### src/rtl/intr_route_pkg.sv
package intr_route_pkg;

    localparam int unsigned DATA_W  = 32;
    localparam int unsigned ADDR_W  = 8;
    localparam int unsigned NUM_OUT = 2;
    localparam int unsigned GLB_BIT = DATA_W - 1;

    localparam logic [ADDR_W-1:0] OFS_STAT0 = 8'h00;
    localparam logic [ADDR_W-1:0] OFS_STAT1 = 8'h04;
    localparam logic [ADDR_W-1:0] OFS_STEER = 8'h20;
    localparam logic [ADDR_W-1:0] OFS_RAW   = 8'h30;
    localparam logic [ADDR_W-1:0] OFS_MSET  = 8'h34;
    localparam logic [ADDR_W-1:0] OFS_MCLR  = 8'h38;

    typedef struct packed {
        logic              glb;
        logic [DATA_W-1:0] msk;
        logic [DATA_W-1:0] steer;
    } ctl_state_t;

    typedef struct packed {
        logic [NUM_OUT-1:0] irq;
        logic               seen;
    } out_state_t;

endpackage

### src/rtl/intr_route_ctl.sv
module intr_route_ctl
    import intr_route_pkg::*;
#(
    parameter logic [DATA_W-1:0] IMPL_MASK = 32'h0006_17FF
) (
    input  logic              clk,
    input  logic              rst_n,
    input  logic              wr_en,
    input  logic [ADDR_W-1:0] wr_addr,
    input  logic [DATA_W-1:0] wr_data,
    output logic              glb_en,
    output logic [DATA_W-1:0] msk_bits,
    output logic [DATA_W-1:0] steer_bits
);

    ctl_state_t st_d, st_q;
    logic [DATA_W-1:0] sel_bits;

    always_comb begin
        st_d     = st_q;
        sel_bits = wr_data & IMPL_MASK;
        if (wr_en) begin
            unique case (wr_addr)
                OFS_MSET: begin
                    st_d.msk = st_q.msk | sel_bits;
                    if (wr_data[GLB_BIT]) st_d.glb = 1'b1;
                end
                OFS_MCLR: begin
                    st_d.msk = st_q.msk & ~sel_bits;
                    if (wr_data[GLB_BIT]) st_d.glb = 1'b0;
                end
                OFS_STEER: begin
                    st_d.steer = sel_bits;
                end
                default: ;
            endcase
        end
    end

    always_ff @(posedge clk or negedge rst_n) begin
        if (!rst_n) begin
            st_q <= '0;
        end else begin
            st_q <= st_d;
        end
    end

    assign glb_en     = st_q.glb;
    assign msk_bits   = st_q.msk;
    assign steer_bits = st_q.steer;

    // a set write leaves every selected line enabled
    p_set_lands_r3: assert property (@(posedge clk) disable iff (!rst_n)
        (wr_en && wr_addr == OFS_MSET) |=>
        ((msk_bits & ($past(wr_data) & IMPL_MASK)) == ($past(wr_data) & IMPL_MASK)));

    // a clear write leaves every selected line disabled
    p_clr_lands_r4: assert property (@(posedge clk) disable iff (!rst_n)
        (wr_en && wr_addr == OFS_MCLR) |=>
        ((msk_bits & $past(wr_data) & IMPL_MASK) == '0));

    // writes to read-only or unmapped offsets leave the state alone
    p_ro_write_r10: assert property (@(posedge clk) disable iff (!rst_n)
        (wr_en && wr_addr != OFS_MSET && wr_addr != OFS_MCLR && wr_addr != OFS_STEER) |=>
        ($stable(msk_bits) && $stable(steer_bits) && $stable(glb_en)));

    // no state outside the implemented lines
    p_impl_only_r2: assert property (@(posedge clk) disable iff (!rst_n)
        ((msk_bits | steer_bits) & ~IMPL_MASK) == '0);

endmodule

### src/rtl/intr_route_steer.sv
module intr_route_steer
    import intr_route_pkg::*;
#(
    parameter logic [DATA_W-1:0] IMPL_MASK = 32'h0006_17FF
) (
    input  logic                            clk,
    input  logic                            rst_n,
    input  logic [DATA_W-1:0]               req,
    input  logic                            glb_en,
    input  logic [DATA_W-1:0]               msk_bits,
    input  logic [DATA_W-1:0]               steer_bits,
    output logic [DATA_W-1:0]               raw,
    output logic [NUM_OUT-1:0][DATA_W-1:0]  stat
);

    logic [DATA_W-1:0] live;

    always_comb begin
        raw  = req & IMPL_MASK;
        live = raw & msk_bits;
    end

    for (genvar k = 0; k < NUM_OUT; k++) begin : g_out
        logic [DATA_W-1:0] pick;
        if (k == 0) begin : g_lo
            assign pick = ~steer_bits;
        end else begin : g_hi
            assign pick = steer_bits;
        end
        always_comb begin
            stat[k] = glb_en ? (live & pick) : '0;
        end
    end

    // no line is ever reported on both outputs
    p_disjoint_r7: assert property (@(posedge clk) disable iff (!rst_n)
        (stat[0] & stat[1]) == '0);

    // master enable off gates every status bit
    p_glb_gate_r8: assert property (@(posedge clk) disable iff (!rst_n)
        !glb_en |-> (stat[0] == '0 && stat[1] == '0));

    // together the outputs cover exactly the enabled pending lines
    p_cover_r7: assert property (@(posedge clk) disable iff (!rst_n)
        glb_en |-> ((stat[0] | stat[1]) == (req & msk_bits & IMPL_MASK)));

endmodule

### src/rtl/intr_route_rdmux.sv
module intr_route_rdmux
    import intr_route_pkg::*;
(
    input  logic [ADDR_W-1:0]              rd_addr,
    input  logic [NUM_OUT-1:0][DATA_W-1:0] stat,
    input  logic [DATA_W-1:0]              raw,
    input  logic                           glb_en,
    input  logic [DATA_W-1:0]              msk_bits,
    input  logic [DATA_W-1:0]              steer_bits,
    output logic [DATA_W-1:0]              rd_data
);

    logic [DATA_W-1:0] msk_view;

    always_comb begin
        msk_view          = msk_bits;
        msk_view[GLB_BIT] = glb_en;
        unique case (rd_addr)
            OFS_STAT0: rd_data = stat[0];
            OFS_STAT1: rd_data = stat[1];
            OFS_STEER: rd_data = steer_bits;
            OFS_RAW:   rd_data = raw;
            OFS_MSET,
            OFS_MCLR:  rd_data = msk_view;
            default:   rd_data = '0;
        endcase
    end

endmodule

### src/rtl/intr_route_ctrl.sv
module intr_route_ctrl
    import intr_route_pkg::*;
#(
    parameter logic [31:0] IMPL_MASK = 32'h0006_17FF
) (
    input  logic        clk,
    input  logic        rst_n,
    input  logic [31:0] src_req,
    input  logic        reg_we,
    input  logic [7:0]  reg_addr,
    input  logic [31:0] reg_wdata,
    output logic [31:0] reg_rdata,
    output logic        cpu_irq0,
    output logic        cpu_irq1
);

    localparam logic [DATA_W-1:0] LINE_MASK = IMPL_MASK & ~(32'h1 << GLB_BIT);

    logic                           glb_en;
    logic [DATA_W-1:0]              msk_bits;
    logic [DATA_W-1:0]              steer_bits;
    logic [DATA_W-1:0]              raw;
    logic [NUM_OUT-1:0][DATA_W-1:0] stat;
    out_state_t                     out_d, out_q;

    intr_route_ctl #(.IMPL_MASK(LINE_MASK)) u_ctl (
        .clk        (clk),
        .rst_n      (rst_n),
        .wr_en      (reg_we),
        .wr_addr    (reg_addr),
        .wr_data    (reg_wdata),
        .glb_en     (glb_en),
        .msk_bits   (msk_bits),
        .steer_bits (steer_bits)
    );

    intr_route_steer #(.IMPL_MASK(LINE_MASK)) u_steer (
        .clk        (clk),
        .rst_n      (rst_n),
        .req        (src_req),
        .glb_en     (glb_en),
        .msk_bits   (msk_bits),
        .steer_bits (steer_bits),
        .raw        (raw),
        .stat       (stat)
    );

    intr_route_rdmux u_rdmux (
        .rd_addr    (reg_addr),
        .stat       (stat),
        .raw        (raw),
        .glb_en     (glb_en),
        .msk_bits   (msk_bits),
        .steer_bits (steer_bits),
        .rd_data    (reg_rdata)
    );

    always_comb begin
        out_d      = out_q;
        out_d.seen = 1'b1;
        for (int k = 0; k < NUM_OUT; k++) begin
            out_d.irq[k] = |stat[k];
        end
    end

    always_ff @(posedge clk or negedge rst_n) begin
        if (!rst_n) begin
            out_q <= '0;
        end else begin
            out_q <= out_d;
        end
    end

    assign cpu_irq0 = out_q.irq[0];
    assign cpu_irq1 = out_q.irq[1];

    // each output shows its status one edge later
    p_irq_lag_r9: assert property (@(posedge clk) disable iff (!rst_n)
        out_q.seen |-> (cpu_irq0 == $past(|stat[0]) && cpu_irq1 == $past(|stat[1])));

    // reads never expose unimplemented lines
    p_rd_clean_r2: assert property (@(posedge clk) disable iff (!rst_n)
        (reg_addr != OFS_MSET && reg_addr != OFS_MCLR) |-> ((reg_rdata & ~LINE_MASK) == '0));

    // master enable off keeps both outputs low after one edge
    p_out_gate_r8: assert property (@(posedge clk) disable iff (!rst_n)
        (out_q.seen && !$past(glb_en)) |-> (!cpu_irq0 && !cpu_irq1));

endmodule

### config.mk
export PLATFORM = sky130hd
export DESIGN_NAME = intr_route_ctrl
export DESIGN_NICKNAME = d
export VERILOG_FILES = /design/src/rtl/intr_route_pkg.sv /design/src/rtl/intr_route_ctl.sv /design/src/rtl/intr_route_steer.sv /design/src/rtl/intr_route_rdmux.sv /design/src/rtl/intr_route_ctrl.sv
export SDC_FILE = /design/constraint.sdc
export NUM_CORES = 1
export LEC_CHECK = 0
export CAP_MARGIN = 20
export CORE_ASPECT_RATIO = 1.5
export CORE_MARGIN = 2
export CORE_UTILIZATION = 35
export DETAILED_ROUTE_END_ITERATION = 7
export PLACE_DENSITY = 0.81
export SETUP_SLACK_MARGIN = 0.3
export SYNTH_ARGS = -nofsm -noshare
export SYNTH_HDL_FRONTEND = slang
export SYNTH_SLANG_ARGS = --single-unit
### constraint.sdc
create_clock -name clk -period 3.3 [get_ports clk]
set_input_delay 0.495 -clock clk [delete_from_list [all_inputs] [get_ports clk]]
set_output_delay 0.495 -clock clk [all_outputs]
set_load 0.03 [all_outputs]
# Word level (Yosys, flattened, before mapping)
# Index checks and enable logic that the tools add are counted.
[classes]
n_shift = 0
n_div = 0
order_cmp = 0
n_bitwise = 7
muxes = 6
n_eq_ne = 7
add_sub_neg = 0
n_mul = 0
reduce_logical = 8
[op_table]
columns = ["op", "n"]
rows = [
  ["$pmux 32 s5", 1],
  ["$pmux 33 s2", 1],
  ["$and 32x32->32", 2],
  ["$mux 32", 2],
  ["$not 19->32", 2],
  ["$reduce_or 32->1", 2],
  ["$and 19x32->32", 1],
  ["$and 32x19->32", 1],
  ["$eq 8x6->1 const B", 4],
  ["$or 32x19->32", 1],
  ["$eq 8x3->1 const B", 1],
  ["$logic_not 8->1", 1],
  ["$ne 2x2->1 const B", 2],
  ["$reduce_and 2->1", 2],
  ["$reduce_and 4->1", 1],
  ["$mux 1", 2],
  ["$reduce_bool 2->1", 1],
  ["$reduce_or 2->1", 1],
]
[totals]
in_bits = 75
elab_cells = 32
out_inout_bits = 34
latchBits = 0
regBits = 49
mem_bits_rw = 0
rom_bits = 0
memories = 0

# Longest topological paths before layout
# Gate-level depths: netlist of run 1.
[depth]
depth_word = 4
ltp_mapped = 6
ltp_nobuf = 4

# By module
# From an unflattened synthesis of run 1, not the netlist that was laid out.
[unflattened]
hier_cells = 445
hier_area_um2 = 4142.7
[by_module_without_submodules]
columns = ["mod", "area_each_um2", "n_inst", "cells_each", "seq_area_each_um2"]
rows = [
  ["intr_route_ctl", 1828.0, 1, 162, 725.7],
  ["intr_route_rdmux", 1322.5, 1, 160, 0.0],
  ["intr_route_steer", 792.0, 1, 99, 0.0],
  ["intr_route_ctrl", 200.2, 1, 24, 50.0],
]

# Least setup slack after synthesis of run 1
# OpenSTA, ideal clock, no wires.
[synth_timing]
path_kind = "in2out"
start = "input port reg_addr[7]"
end = "output port reg_rdata[17]"
arrival_ns = 2.256
n_path_buf = 0
cell_stages = 4
setup_slack_ns = 0.549
required_ns = 2.805
cell_sequence = "nor4_1 and2_1 a41oi_1 o21ai_0"
[synth_between]
elab_chain_cells = 3
word_cells_on_any_way = 8
classes_between = "5 x eq/ne; 1 x mux; 2 x reduce/logical"
[synth_lines]
columns = ["element", "line", "source"]
rows = [
  ["start, declared", "intr_route_ctrl.sv:10", "input logic [7:0] reg_addr,"],
  ["$eq 8x6->1", "intr_route_rdmux.sv:18", "unique case (rd_addr)"],
  ["$reduce_or 2->1", "intr_route_rdmux.sv:18", ""],
  ["$pmux 32 s5 *", "intr_route_rdmux.sv:18", ""],
  ["end, declared", "intr_route_ctrl.sv:12", "output logic [31:0] reg_rdata,"],
]
# Every way passes the cells marked *; elsewhere a longest branch is shown, timed or not.

# Worst setup path in the final report of run 1
[layout_timing]
start = "input port reg_addr[6]"
end = "output port reg_rdata[1]"
# Same word-level chain as after synthesis.

==> report_table.html, run 1 <==
<table>
<tr><th>Metric</th><th>Value</th></tr>
<tr><th colspan="2">Status</th></tr>
<tr><td>Outcome</td><td>completed</td></tr>
<tr><th colspan="2">Global routing</th></tr>
<tr><td>Total global-route track usage</td><td>0.182</td></tr>
<tr><td>Global-route wire length before repair</td><td>10800 um</td></tr>
<tr><td>Antenna violations before repair</td><td>0</td></tr>
<tr><td>Vias in the first global route</td><td>2175</td></tr>
<tr><td>Remaining Overflow, GRT</td><td>0</td></tr>
<tr><td>Pin count of the biggest net entering global routing</td><td>32</td></tr>
<tr><th colspan="2">Timing</th></tr>
<tr><td>Final period util</td><td>0.883</td></tr>
<tr><td>Hold violation count in the final report</td><td>0</td></tr>
<tr><td>Max Slew Vio Count</td><td>0</td></tr>
<tr><td>Fmax achieved</td><td>343 MHz</td></tr>
<tr><td>Tightest Pin Transition</td><td>0.507 ns</td></tr>
<tr><td>Setup TNS</td><td>0 ns</td></tr>
<tr><td>RSZ-0062 raised after global routing</td><td>false</td></tr>
<tr><td>Final setup fails</td><td>0</td></tr>
<tr><td>Setup Skew</td><td>0.00320 ns</td></tr>
<tr><td>Final critical delay including setup and external delays</td><td>a little under 3 ns</td></tr>
<tr><td>Slew margin rel.</td><td>0.662</td></tr>
<tr><td>Minimum setup slack in the final design</td><td>0.385 ns</td></tr>
<tr><th colspan="2">Synthesis</th></tr>
<tr><td>Most instantiated flip-flop cell in the synthesis netlist</td><td>dfrtp_1</td></tr>
<tr><td>Ranking of synthesized cells by area</td><td>dfrtp_1, mux2_2, mux2_4</td></tr>
<tr><td>Synth Area per Inst</td><td>9.57 um^2</td></tr>
<tr><td>Proportion of netlist area held by the largest area contributor</td><td>0.331</td></tr>
<tr><td>Cell taking the most area after synthesis</td><td>dfrtp_1</td></tr>
<tr><td>Synth warn</td><td>0</td></tr>
<tr><td>FFs w/ async S/R, synth</td><td>1.00</td></tr>
<tr><td>Total standard cell area after synthesis</td><td>0.00234 mm^2</td></tr>
<tr><td>Proportion of synthesized chip area in sequential cells</td><td>0.331</td></tr>
<tr><td>Gate count after technology mapping</td><td>245</td></tr>
<tr><td>Number of flops mapped to enable cells by yosys</td><td>0</td></tr>
<tr><td>Post-synthesis cell type count</td><td>47</td></tr>
<tr><td>Count of state elements after synthesis</td><td>31</td></tr>
<tr><th colspan="2">Routing</th></tr>
<tr><td>Post-detailed-route via-to-cell ratio</td><td>5.77</td></tr>
<tr><td>Iteration-0 DRC Markers</td><td>about 270</td></tr>
<tr><td>Remaining number of nets flagged by the antenna check after routing</td><td>0</td></tr>
<tr><td>Wire length after detailed routing</td><td>6600 um</td></tr>
<tr><td>Residual DRC</td><td>0</td></tr>
<tr><td>First-pass detailed-route iteration total</td><td>6</td></tr>
<tr><td>Via count of the routed design</td><td>2226</td></tr>
<tr><td>Post-DR wirelength/cell</td><td>17.1 um</td></tr>
<tr><th colspan="2">Placed design</th></tr>
<tr><td>Post-DP HPWL</td><td>slightly below 5000 um</td></tr>
<tr><td>DP Area</td><td>0.00294 mm^2</td></tr>
<tr><td>Routability cong.</td><td>just under 0.9</td></tr>
<tr><td>Pre-CTS setup slack</td><td>0.348 ns</td></tr>
<tr><td>Post-placement cell count</td><td>between 300 and 400</td></tr>
<tr><td>Input/output buffers</td><td>56</td></tr>
<tr><th colspan="2">Finish</th></tr>
<tr><td>Net count reported at finish</td><td>384</td></tr>
<tr><td>Most used cells in the layout excluding fill and tap cells</td><td>clkdlybuf4s50_1, dfrtp_1, buf_4, nand3_1, mux2_2</td></tr>
<tr><td>Number of antenna cells inserted</td><td>0</td></tr>
<tr><td>Most common cell after layout, fill and taps aside</td><td>clkdlybuf4s50_1</td></tr>
<tr><td>Share of final-layout standard cells stronger than drive strength 1</td><td>0.229</td></tr>
<tr><td>Post-layout instance count excluding filler cells</td><td>386</td></tr>
<tr><td>Synthesis-to-finish area growth</td><td>30.1%</td></tr>
<tr><td>Final design area excluding fillers</td><td>0.00305 mm^2</td></tr>
<tr><td>Fill cell count</td><td>650</td></tr>
<tr><th colspan="2">CTS</th></tr>
<tr><td>Clock slew at reported path FFs</td><td>approximately 0.060 ns</td></tr>
<tr><td>Buffer levels on the longest clock path</td><td>2</td></tr>
<tr><td>CTS sink count</td><td>31</td></tr>
<tr><td>CTS H-Tree Depth</td><td>2</td></tr>
<tr><td>Root buf cell</td><td>clkbuf_8</td></tr>
<tr><td>CTS buffer count</td><td>5</td></tr>
<tr><td>Quantity of hold-fixing buffers added after cts</td><td>0</td></tr>
<tr><td>Clk Latency, worst-skew pair</td><td>0.29 ns</td></tr>
<tr><td>CTS tree</td><td>built</td></tr>
<tr><th colspan="2">Setup path</th></tr>
<tr><td>Crit end category</td><td>output port</td></tr>
<tr><td>Most used cell along the critical path</td><td>buf_4</td></tr>
<tr><td>Nature of the critical path startpoint</td><td>primary input</td></tr>
<tr><td>Max stage delay on crit path</td><td>0.48 ns</td></tr>
<tr><td>Cell-by-cell trace of the critical path</td><td>clkdlybuf4s50_1, nand4bb_1, nor4_4, buf_4, a32oi_1, o31ai_1, buf_4</td></tr>
<tr><td>Critical R2R Launch</td><td>u_ctl.glb_en</td></tr>
<tr><td>Maximum fanout along the worst path</td><td>8</td></tr>
<tr><td>Depth of the most critical reg-to-reg path</td><td>4</td></tr>
<tr><td>Critical path class</td><td>in -&gt; out</td></tr>
<tr><td>Data required, critical path</td><td>around 2.8 ns</td></tr>
<tr><td>Endpoint of the most critical register-to-register path</td><td>cpu_irq0</td></tr>
<tr><td>Reg-to-reg slack, setup</td><td>between 1.5 and 2 ns</td></tr>
<tr><td>Standard cell with the maximum stage delay on the critical path</td><td>nor4_4</td></tr>
<tr><td>WP data arrival</td><td>2.42 ns</td></tr>
<tr><th colspan="2">Floorplan</th></tr>
<tr><td>Core Footprint</td><td>0.00649 mm^2</td></tr>
<tr><td>Std cell rows</td><td>36</td></tr>
<tr><td>Count of pins on the block boundary</td><td>109</td></tr>
<tr><td>Total die area</td><td>0.00738 mm^2</td></tr>
<tr><td>Die Span X</td><td>70.8 um</td></tr>
<tr><td>Initial core utilization</td><td>0.361</td></tr>
<tr><td>Overall die height</td><td>104 um</td></tr>
<tr><th colspan="2">Power and ir drop</th></tr>
<tr><td>Power Dens Cells</td><td>318 mW/mm^2</td></tr>
<tr><td>Peak ir drop on the vdd network</td><td>roughly 0.00015 V</td></tr>
<tr><td>Total power of the final layout</td><td>0.969 mW</td></tr>
<tr><td>Static power due to leakage</td><td>1.41 nW</td></tr>
<tr><th colspan="2">Job</th></tr>
<tr><td>MaxCap Viol Count</td><td>0</td></tr>
<tr><th colspan="2">Min path</th></tr>
<tr><td>Depth of the worst hold-timing path</td><td>1</td></tr>
<tr><td>Kind of path behind the tightest hold check</td><td>reg -&gt; reg</td></tr>
</table>
## worst max-delay path: cells and delay by family
family / cells / cell delay, ns
AOI/OAI and AO/OA: 2 / 0.16
and+or+nand+nor: 2 / 0.82
buffers and inverters: 3 / 0.94
## synthesized netlist by cell type (all sizes together) (2+ instances only)
master and instances:
a211o 6, a21o 4, a222oi 4, a2bb2oi 8, a32oi 3, and2 3, and3 3, buf 24
clkbuf 5, dfrtp 31, inv 3, mux2 29, mux2i 9, nand2 11, nand2b 2, nand3 29
nand4 6, nor2 13, nor2b 2, nor3 7, nor4 5, o21ai 14, o22ai 5, o32ai 3
or3 2
## power breakdown
part           internal (mW)  leakage [nW]  total, mW  switching, mW
logic                 0.0968         0.929      0.194         0.0974
clock network          0.190        0.0515      0.334          0.144
registers              0.406         0.425      0.441         0.0354
total                  0.693          1.41      0.969          0.277
## kinds of logic after synthesis
kind of cell,after synthesis,synth area share
AO/OA/AOI/OAI,56,0.179
XOR/XNOR,1,0.00374
buffers and inverters,32,0.0870
flip-flops,31,0.331
multiplexers,38,0.194
other,1,0.00160
AND/OR/NAND/NOR,86,0.204
## area by class of cell
cell class / instances / area (um^2) / share of cell area
clock buffer: 8 / 100 / 0.0328
inverter: 3 / 11.3 / 0.00369
multi-input combinational: 198 / 1440 / 0.472
sequential: 31 / 776 / 0.254
tap: 76 / 95.1 / 0.0312
timing repair buffer: 70 / 628 / 0.206
## worst max path at each step
stage                start             to  slack, ns  cells past startpoint
4_1_cts        reg_addr[1]   reg_rdata[3]       0.35                      6
5_1_grt        reg_addr[1]   reg_rdata[3]       0.31                      7
2_1_floorplan  reg_addr[7]  reg_rdata[17]       0.55                      4
6_report       reg_addr[6]   reg_rdata[1]       0.38                      7
3_3_place_gp   reg_addr[1]   reg_rdata[3]       0.37                      6
3_5_place_dp   reg_addr[1]   reg_rdata[3]       0.35                      6
## layer usage
| layer | global-route usage | wire, um | vias up |
|---|---|---|---|
| li1 | - | - | 1039 |
| met1 | 0.229 | 2640 | 1083 |
| met2 | 0.308 | 3400 | 93 |
| met3 | 0.0329 | 423 | 11 |
| met4 | 0.0647 | 128 | 0 |
| met5 | 0 | 0 | - |
## stage by stage
step | hold slack [ns] | utilization
floorplan | 0.199 | -
global route | 0.593 | 0.470
CTS | 0.560 | 0.468
global placement | 0.541 | 0.453
detailed placement | 0.549 | 0.453
finish | 0.561 | 0.470
## timing repair
item,CTS,global route
endpoints found under the setup margin,0,8
buffers inserted,0,1
resized for setup,0,1
(Power assumes the default switching activity.)
==> run 2, diff against run 1 <==
--- a/config.mk
+++ b/config.mk
@@ -6,10 +6,10 @@
 export NUM_CORES = 1
 export LEC_CHECK = 0
 export CAP_MARGIN = 20
-export CORE_ASPECT_RATIO = 1.5
 export CORE_MARGIN = 2
 export CORE_UTILIZATION = 35
 export DETAILED_ROUTE_END_ITERATION = 7
+export GPL_TIMING_DRIVEN = 0
 export PLACE_DENSITY = 0.81
 export SETUP_SLACK_MARGIN = 0.3
 export SYNTH_ARGS = -nofsm -noshare
==> run 2 against run 1 <==
Against the previous run: global-route usage grew 1.8 points; flip-flop and latch count did not move; the run now ends with DRC left; final area increased by 8.3%; setup slack worse by 0.078 ns; critical path depth unchanged; hold slack got worse by 0.0051 ns; maximum frequency fell by 2.6%; combinational power grew 15%; sequential share of layout area is 1.9 points lower.
==> report_table.html, run 2 (synthesized netlist as in run 1, its figures left out) <==
<table>
<tr><th>Metric</th><th>Value</th></tr>
<tr><th colspan="2">Global routing</th></tr>
<tr><td>Pin count of the biggest net entering global routing</td><td>19</td></tr>
<tr><td>Vias in the first global route</td><td>2332</td></tr>
<tr><td>Global-route wire length before repair</td><td>11600 um</td></tr>
<tr><td>Antenna violations before repair</td><td>0</td></tr>
<tr><td>Total global-route track usage</td><td>0.200</td></tr>
<tr><td>Remaining Overflow, GRT</td><td>0</td></tr>
<tr><th colspan="2">Finish</th></tr>
<tr><td>Most common cell after layout, fill and taps aside</td><td>clkdlybuf4s50_1</td></tr>
<tr><td>Net count reported at finish</td><td>405</td></tr>
<tr><td>Post-layout instance count excluding filler cells</td><td>408</td></tr>
<tr><td>Share of final-layout standard cells stronger than drive strength 1</td><td>0.290</td></tr>
<tr><td>Final design area excluding fillers</td><td>roughly 0.0033 mm^2</td></tr>
<tr><td>Final core utilization</td><td>0.514</td></tr>
<tr><td>Most used cells in the layout excluding fill and tap cells</td><td>clkdlybuf4s50_1, dfrtp_1, nand3_1, buf_4, mux2_2</td></tr>
<tr><td>Fill cell count</td><td>561</td></tr>
<tr><td>Seq. cell area</td><td>776 um^2</td></tr>
<tr><td>Synthesis-to-finish area growth</td><td>40.9%</td></tr>
<tr><td>Combined area of the multi-input logic cells</td><td>0.00153 mm^2</td></tr>
<tr><td>Number of antenna cells inserted</td><td>0</td></tr>
<tr><th colspan="2">Placed design</th></tr>
<tr><td>Post-placement cell count</td><td>393</td></tr>
<tr><td>Pre-CTS setup slack</td><td>-0.624 ns</td></tr>
<tr><td>Input/output buffers</td><td>54</td></tr>
<tr><td>DP Area</td><td>0.00307 mm^2</td></tr>
<tr><td>Post-DP HPWL</td><td>5120 um</td></tr>
<tr><td>Routability cong.</td><td>between 0.8 and 0.9</td></tr>
<tr><th colspan="2">Routing</th></tr>
<tr><td>Residual DRC</td><td>4</td></tr>
<tr><td>Remaining number of nets flagged by the antenna check after routing</td><td>0</td></tr>
<tr><td>Via count of the routed design</td><td>2377</td></tr>
<tr><td>Wire length after detailed routing</td><td>7150 um</td></tr>
<tr><td>Iteration-0 DRC Markers</td><td>around 230</td></tr>
<tr><td>Post-detailed-route via-to-cell ratio</td><td>5.83</td></tr>
<tr><td>Post-DR wirelength/cell</td><td>approximately 18 um</td></tr>
<tr><td>First-pass detailed-route iteration total</td><td>8</td></tr>
<tr><th colspan="2">CTS</th></tr>
<tr><td>Buffer levels on the longest clock path</td><td>2</td></tr>
<tr><td>CTS buffer count</td><td>5</td></tr>
<tr><td>CTS sink count</td><td>31</td></tr>
<tr><td>CTS tree</td><td>built</td></tr>
<tr><td>Root buf cell</td><td>clkbuf_8</td></tr>
<tr><td>Clk Latency, worst-skew pair</td><td>~0.29 ns</td></tr>
<tr><td>CTS H-Tree Depth</td><td>2</td></tr>
<tr><td>Clock slew at reported path FFs</td><td>around 0.07 ns</td></tr>
<tr><th colspan="2">Timing</th></tr>
<tr><td>Max Slew Vio Count</td><td>0</td></tr>
<tr><td>Final period util</td><td>0.907</td></tr>
<tr><td>Minimum setup slack in the final design</td><td>about 0.31 ns</td></tr>
<tr><td>Hold violation count in the final report</td><td>0</td></tr>
<tr><td>RSZ-0062 raised after global routing</td><td>true</td></tr>
<tr><td>Setup Skew</td><td>about 0.0067 ns</td></tr>
<tr><td>Slew margin rel.</td><td>0.474</td></tr>
<tr><td>Final critical delay including setup and external delays</td><td>2.99 ns</td></tr>
<tr><td>Tightest hold margin</td><td>~0.56 ns</td></tr>
<tr><td>Tightest Pin Transition</td><td>0.787 ns</td></tr>
<tr><td>Final setup fails</td><td>0</td></tr>
<tr><td>Fmax achieved</td><td>334 MHz</td></tr>
<tr><th colspan="2">Status</th></tr>
<tr><td>Violated checks</td><td>DRC</td></tr>
<tr><td>Outcome</td><td>finished, violations left</td></tr>
<tr><th colspan="2">Setup path</th></tr>
<tr><td>Max stage delay on crit path</td><td>0.63 ns</td></tr>
<tr><td>Maximum fanout along the worst path</td><td>4</td></tr>
<tr><td>Depth of the most critical reg-to-reg path</td><td>4</td></tr>
<tr><td>Total buffers and inverters traversed by the critical path</td><td>3</td></tr>
<tr><td>Reg-to-reg slack, setup</td><td>around 1.7 ns</td></tr>
<tr><td>Data required, critical path</td><td>2.80 ns</td></tr>
<tr><td>Crit end category</td><td>output port</td></tr>
<tr><td>Kind of cell with the highest combined delay on the critical path</td><td>simple AND/OR/NAND/NOR gates</td></tr>
<tr><td>Cell-by-cell trace of the critical path</td><td>clkdlybuf4s50_1, or4b_4, nor3_4, buf_4, a222oi_1, o21ai_1, buf_2</td></tr>
<tr><td>Endpoint of the most critical register-to-register path</td><td>cpu_irq0</td></tr>
<tr><td>Critical R2R Launch</td><td>u_ctl.glb_en</td></tr>
<tr><td>Standard cell with the maximum stage delay on the critical path</td><td>or4b_4</td></tr>
<tr><td>Nature of the critical path startpoint</td><td>primary input</td></tr>
<tr><td>Critical path class</td><td>in -&gt; out</td></tr>
<tr><td>WP data arrival</td><td>2.50 ns</td></tr>
<tr><th colspan="2">Floorplan</th></tr>
<tr><td>Core Footprint</td><td>0.00642 mm^2</td></tr>
<tr><td>Total die area</td><td>~0.0074 mm^2</td></tr>
<tr><td>Initial core utilization</td><td>0.365</td></tr>
<tr><td>Die Span X</td><td>85.9 um</td></tr>
<tr><td>Count of pins on the block boundary</td><td>roughly 110</td></tr>
<tr><td>Std cell rows</td><td>29</td></tr>
<tr><td>Overall die height</td><td>about 86 um</td></tr>
<tr><th colspan="2">Power and ir drop</th></tr>
<tr><td>Peak ir drop on the vdd network</td><td>around 0.00016 V</td></tr>
<tr><td>Power Dens Cells</td><td>between 200 and 300 mW/mm^2</td></tr>
<tr><td>Static power due to leakage</td><td>1.55 nW</td></tr>
<tr><th colspan="2">Min path</th></tr>
<tr><td>Depth of the worst hold-timing path</td><td>1</td></tr>
<tr><td>Kind of path behind the tightest hold check</td><td>reg -&gt; reg</td></tr>
<tr><th colspan="2">Job</th></tr>
<tr><td>MaxCap Viol Count</td><td>0</td></tr>
</table>
==> run 2: layer usage <==
layer,GRT usage,share of wire,routed length (um),up-vias
met2,0.339,0.49,3490,136
met1,0.255,0.41,2960,1135
met3,0.0318,0.074,526,21
met5,0,0,0,-
met4,0.0765,0.025,176,0
li1,-,-,-,1085
==> run 2: worst max path at each step <==
stage | cells after the start | start | to
after floorplan | 4 | reg_addr[7] | reg_rdata[17]
after global placement | 6 | reg_addr[6] | reg_rdata[12]
after detailed placement | 6 | reg_addr[7] | reg_rdata[3]
after CTS | 7 | reg_addr[4] | reg_rdata[4]
after global routing | 7 | reg_addr[7] | reg_rdata[17]
final | 7 | reg_addr[7] | reg_rdata[17]
==> run 2: report_power, final <==
group | internal [mW] | leakage (nW) | switching (mW)
logic | 0.113 | 1.08 | 0.112
registers | 0.406 | 0.425 | 0.0342
clock network | 0.147 | 0.0412 | 0.152
total | 0.665 | 1.55 | 0.298
==> run 2: cell type report <==
| cell class | instances | area share |
|---|---|---|
| inverter | 3 | 0.00341 |
| timing repair buffer | 62 | 0.182 |
| clock inverter | 2 | 0.00379 |
| clock buffer | 6 | 0.0220 |
| multi-input combinational | 198 | 0.464 |
| tap | 77 | 0.0292 |
| buffer | 29 | 0.0614 |
| sequential | 31 | 0.235 |
==> run 2: repair_timing <==
| item | in CTS | in global routing |
|---|---|---|
| gates resized for setup | 58 | 20 |
| pin swaps | 5 | 5 |
| setup endpoints to repair | 15 | 15 |
| buffers inserted | 5 | 2 |
| hold buffers | 0 | 0 |
| cloned | 0 | 0 |
==> run 2: through the flow <==
stage / TNS [ns] / power (mW)
floorplan: 0 / 0.558
global placement: -6.60 / 0.642
detailed placement: -6.86 / 0.653
CTS: 0 / 0.960
global route: 0 / 1.00
finish: 0 / 0.963
==> run 3, diff against run 2 <==
--- a/config.mk
+++ b/config.mk
@@ -8,10 +8,11 @@
 export CAP_MARGIN = 20
 export CORE_MARGIN = 2
 export CORE_UTILIZATION = 35
+export CTS_CLUSTER_DIAMETER = 100
 export DETAILED_ROUTE_END_ITERATION = 7
 export GPL_TIMING_DRIVEN = 0
 export PLACE_DENSITY = 0.81
-export SETUP_SLACK_MARGIN = 0.3
+export SETUP_SLACK_MARGIN = 0.15
 export SYNTH_ARGS = -nofsm -noshare
 export SYNTH_HDL_FRONTEND = slang
 export SYNTH_SLANG_ARGS = --single-unit
==> run 3 against run 2 <==
Against the previous run: power fell by 1.0%; global-route usage fell by 0.63 points; clock-buffer cell count did not move; the run still ends with DRC left; largest power group unchanged.
==> report_table.html, run 3 (synthesized netlist as in run 1, its figures left out) <==
<table>
<tr><th>Metric</th><th>Value</th></tr>
<tr><th colspan="2">Floorplan</th></tr>
<tr><td>Die Span X</td><td>85.9 um</td></tr>
<tr><td>Total die area</td><td>0.00737 mm^2</td></tr>
<tr><td>Core Footprint</td><td>0.00642 mm^2</td></tr>
<tr><td>Count of pins on the block boundary</td><td>approximately 110</td></tr>
<tr><td>Initial core utilization</td><td>0.365</td></tr>
<tr><td>Std cell rows</td><td>29</td></tr>
<tr><td>Overall die height</td><td>85.9 um</td></tr>
<tr><th colspan="2">Finish</th></tr>
<tr><td>Final design area excluding fillers</td><td>around 0.0032 mm^2</td></tr>
<tr><td>Fill cell count</td><td>580</td></tr>
<tr><td>Most common cell after layout, fill and taps aside</td><td>clkdlybuf4s50_1</td></tr>
<tr><td>Synthesis-to-finish area growth</td><td>36.4%</td></tr>
<tr><td>Final core utilization</td><td>0.498</td></tr>
<tr><td>Post-layout instance count excluding filler cells</td><td>about 410</td></tr>
<tr><td>Most used cells in the layout excluding fill and tap cells</td><td>clkdlybuf4s50_1, dfrtp_1, nand3_1, buf_4, mux2_2</td></tr>
<tr><td>Share of final-layout standard cells stronger than drive strength 1</td><td>0.259</td></tr>
<tr><td>Number of antenna cells inserted</td><td>0</td></tr>
<tr><td>Net count reported at finish</td><td>402</td></tr>
<tr><th colspan="2">Routing</th></tr>
<tr><td>Post-DR wirelength/cell</td><td>between 15 and 20 um</td></tr>
<tr><td>Remaining number of nets flagged by the antenna check after routing</td><td>0</td></tr>
<tr><td>Iteration-0 DRC Markers</td><td>282</td></tr>
<tr><td>First-pass detailed-route iteration total</td><td>8</td></tr>
<tr><td>Via count of the routed design</td><td>2345</td></tr>
<tr><td>Post-detailed-route via-to-cell ratio</td><td>around 5.8</td></tr>
<tr><td>Residual DRC</td><td>4</td></tr>
<tr><td>Wire length after detailed routing</td><td>7070 um</td></tr>
<tr><th colspan="2">Placed design</th></tr>
<tr><td>Routability cong.</td><td>roughly 0.90</td></tr>
<tr><td>Post-placement cell count</td><td>393</td></tr>
<tr><td>Pre-CTS setup slack</td><td>-0.624 ns</td></tr>
<tr><td>Input/output buffers</td><td>54</td></tr>
<tr><td>DP Area</td><td>0.00307 mm^2</td></tr>
<tr><td>Post-DP HPWL</td><td>5120 um</td></tr>
<tr><th colspan="2">Global routing</th></tr>
<tr><td>Met3 Use GR</td><td>0.0318</td></tr>
<tr><td>Antenna violations before repair</td><td>0</td></tr>
<tr><td>Vias in the first global route</td><td>about 2.3k</td></tr>
<tr><td>Pin count of the biggest net entering global routing</td><td>19</td></tr>
<tr><td>Remaining Overflow, GRT</td><td>0</td></tr>
<tr><td>Most Used Layer, Global Route</td><td>met2</td></tr>
<tr><td>GRT met2 Usage</td><td>0.327</td></tr>
<tr><td>Total global-route track usage</td><td>0.194</td></tr>
<tr><td>Global-route wire length before repair</td><td>11200 um</td></tr>
<tr><td>Met1 track demand over resource</td><td>0.249</td></tr>
<tr><th colspan="2">Setup path</th></tr>
<tr><td>Max stage delay on crit path</td><td>0.58 ns</td></tr>
<tr><td>Maximum fanout along the worst path</td><td>8</td></tr>
<tr><td>Nature of the critical path startpoint</td><td>primary input</td></tr>
<tr><td>Data required, critical path</td><td>roughly 2.8 ns</td></tr>
<tr><td>WP data arrival</td><td>2.64 ns</td></tr>
<tr><td>Crit end category</td><td>output port</td></tr>
<tr><td>Cell-by-cell trace of the critical path</td><td>clkdlybuf4s50_1, nor4_4, nand3_2, o32ai_1, a21o_1, dlygate4sd2_1</td></tr>
<tr><td>Critical path class</td><td>in -&gt; out</td></tr>
<tr><td>Standard cell with the maximum stage delay on the critical path</td><td>clkdlybuf4s50_1</td></tr>
<tr><th colspan="2">Min path</th></tr>
<tr><td>Kind of path behind the tightest hold check</td><td>reg -&gt; reg</td></tr>
<tr><th colspan="2">Power and ir drop</th></tr>
<tr><td>Power Dens Cells</td><td>298 mW/mm^2</td></tr>
<tr><td>Peak ir drop on the vdd network</td><td>0.000162 V</td></tr>
<tr><td>Static power due to leakage</td><td>between 1 and 1.5 nW</td></tr>
<tr><th colspan="2">CTS</th></tr>
<tr><td>Buffer levels on the longest clock path</td><td>2</td></tr>
<tr><td>Root buf cell</td><td>clkbuf_8</td></tr>
<tr><td>Clk Latency, worst-skew pair</td><td>between 0.2 and 0.3 ns</td></tr>
<tr><td>CTS sink count</td><td>31</td></tr>
<tr><td>Quantity of hold-fixing buffers added after cts</td><td>0</td></tr>
<tr><td>CTS buffer count</td><td>5</td></tr>
<tr><td>Clock slew at reported path FFs</td><td>about 0.070 ns</td></tr>
<tr><td>CTS tree</td><td>built</td></tr>
<tr><td>CTS H-Tree Depth</td><td>2</td></tr>
<tr><th colspan="2">Status</th></tr>
<tr><td>Outcome</td><td>finished, violations left</td></tr>
<tr><td>Violated checks</td><td>DRC</td></tr>
<tr><th colspan="2">Timing</th></tr>
<tr><td>Hold violation count in the final report</td><td>0</td></tr>
<tr><td>Tightest Pin Transition</td><td>0.781 ns</td></tr>
<tr><td>Fmax achieved</td><td>318 MHz</td></tr>
<tr><td>Slew margin rel.</td><td>0.478</td></tr>
<tr><td>Minimum setup slack in the final design</td><td>0.160 ns</td></tr>
<tr><td>Final period util</td><td>0.951</td></tr>
<tr><td>RSZ-0062 raised after global routing</td><td>true</td></tr>
<tr><td>Final setup fails</td><td>0</td></tr>
<tr><td>Max Slew Vio Count</td><td>0</td></tr>
<tr><td>Final critical delay including setup and external delays</td><td>3.14 ns</td></tr>
<tr><td>Setup Skew</td><td>0.00723 ns</td></tr>
<tr><th colspan="2">Job</th></tr>
<tr><td>MaxCap Viol Count</td><td>0</td></tr>
</table>
[run 3: cell types whose count changed in the layout (fill, tap and decap cells not counted), sizes merged]
cell           before  now
dlymetal6s2s        4    0
clkdlybuf4s50      35   39
clkdlybuf4s15       5    4
clkdlybuf4s18       2    0
buf                35   29
dlygate4sd2         1    3
clkbuf             15   19
[run 3: layout make-up]
| class | count | area (um^2) | area share |
|---|---|---|---|
| buffer | 29 | 196 | 0.0614 |
| clock buffer | 6 | 72.6 | 0.0227 |
| clock inverter | 2 | 12.5 | 0.00391 |
| inverter | 3 | 11.3 | 0.00352 |
| multi-input combinational | 198 | 1480 | 0.461 |
| sequential | 31 | 776 | 0.242 |
| tap | 77 | 96.3 | 0.0301 |
| timing repair buffer | 59 | 559 | 0.175 |
[run 3: worst max-delay path: cells and delay by family]
family / cells / cell delay [ns]
buf+inv: 2 / 0.97
simple gates: 2 / 0.69
compound gates: 2 / 0.49
[run 3: per-stage QoR]
| step | hold slack [ns] | setup TNS [ns] | power (mW) |
|---|---|---|---|
| after floorplan | 0.199 | 0 | 0.558 |
| after global placement | 0.523 | -6.60 | 0.642 |
| after detailed placement | 0.524 | -6.86 | 0.653 |
| after CTS | 0.540 | 0 | 0.954 |
| after global routing | 0.565 | 0 | 0.995 |
| final | 0.560 | 0 | 0.953 |
[run 3: what timing repair did]
item                       CTS  global route
buffers inserted             2             2
gates resized for setup     36            18
pin swaps                    1             3
setup endpoints to repair   15            15
[run 3: path summary, 6_finish.rpt]
path                                             end  cells past startpoint  slack [ns]          from
worst max-delay path                    reg_rdata[7]                      6        0.16   reg_addr[0]
worst min-delay path                       flip-flop                      1        0.56     flip-flop
worst max register to register              cpu_irq0                      4        1.71  u_ctl.glb_en
worst min register to register             flip-flop                      1        0.56     flip-flop
max in group asynchronous        u_ctl.steer_bits[6]                      2        2.08         rst_n
min in group asynchronous       u_ctl.steer_bits[18]                      1        0.67         rst_n
[run 3: where the power goes]
group	internal [mW]	switching [mW]	total [mW]
Sequential	0.406	0.0334	0.439
Clock	0.147	0.148	0.295
Combinational	0.110	0.108	0.219
[run 3: metal layers]
metal / up-vias / wire [um]
met2: 143 / 3480
met5: - / 0
li1: 1079 / -
met4: 0 / 183
met1: 1103 / 2810
met3: 20 / 599
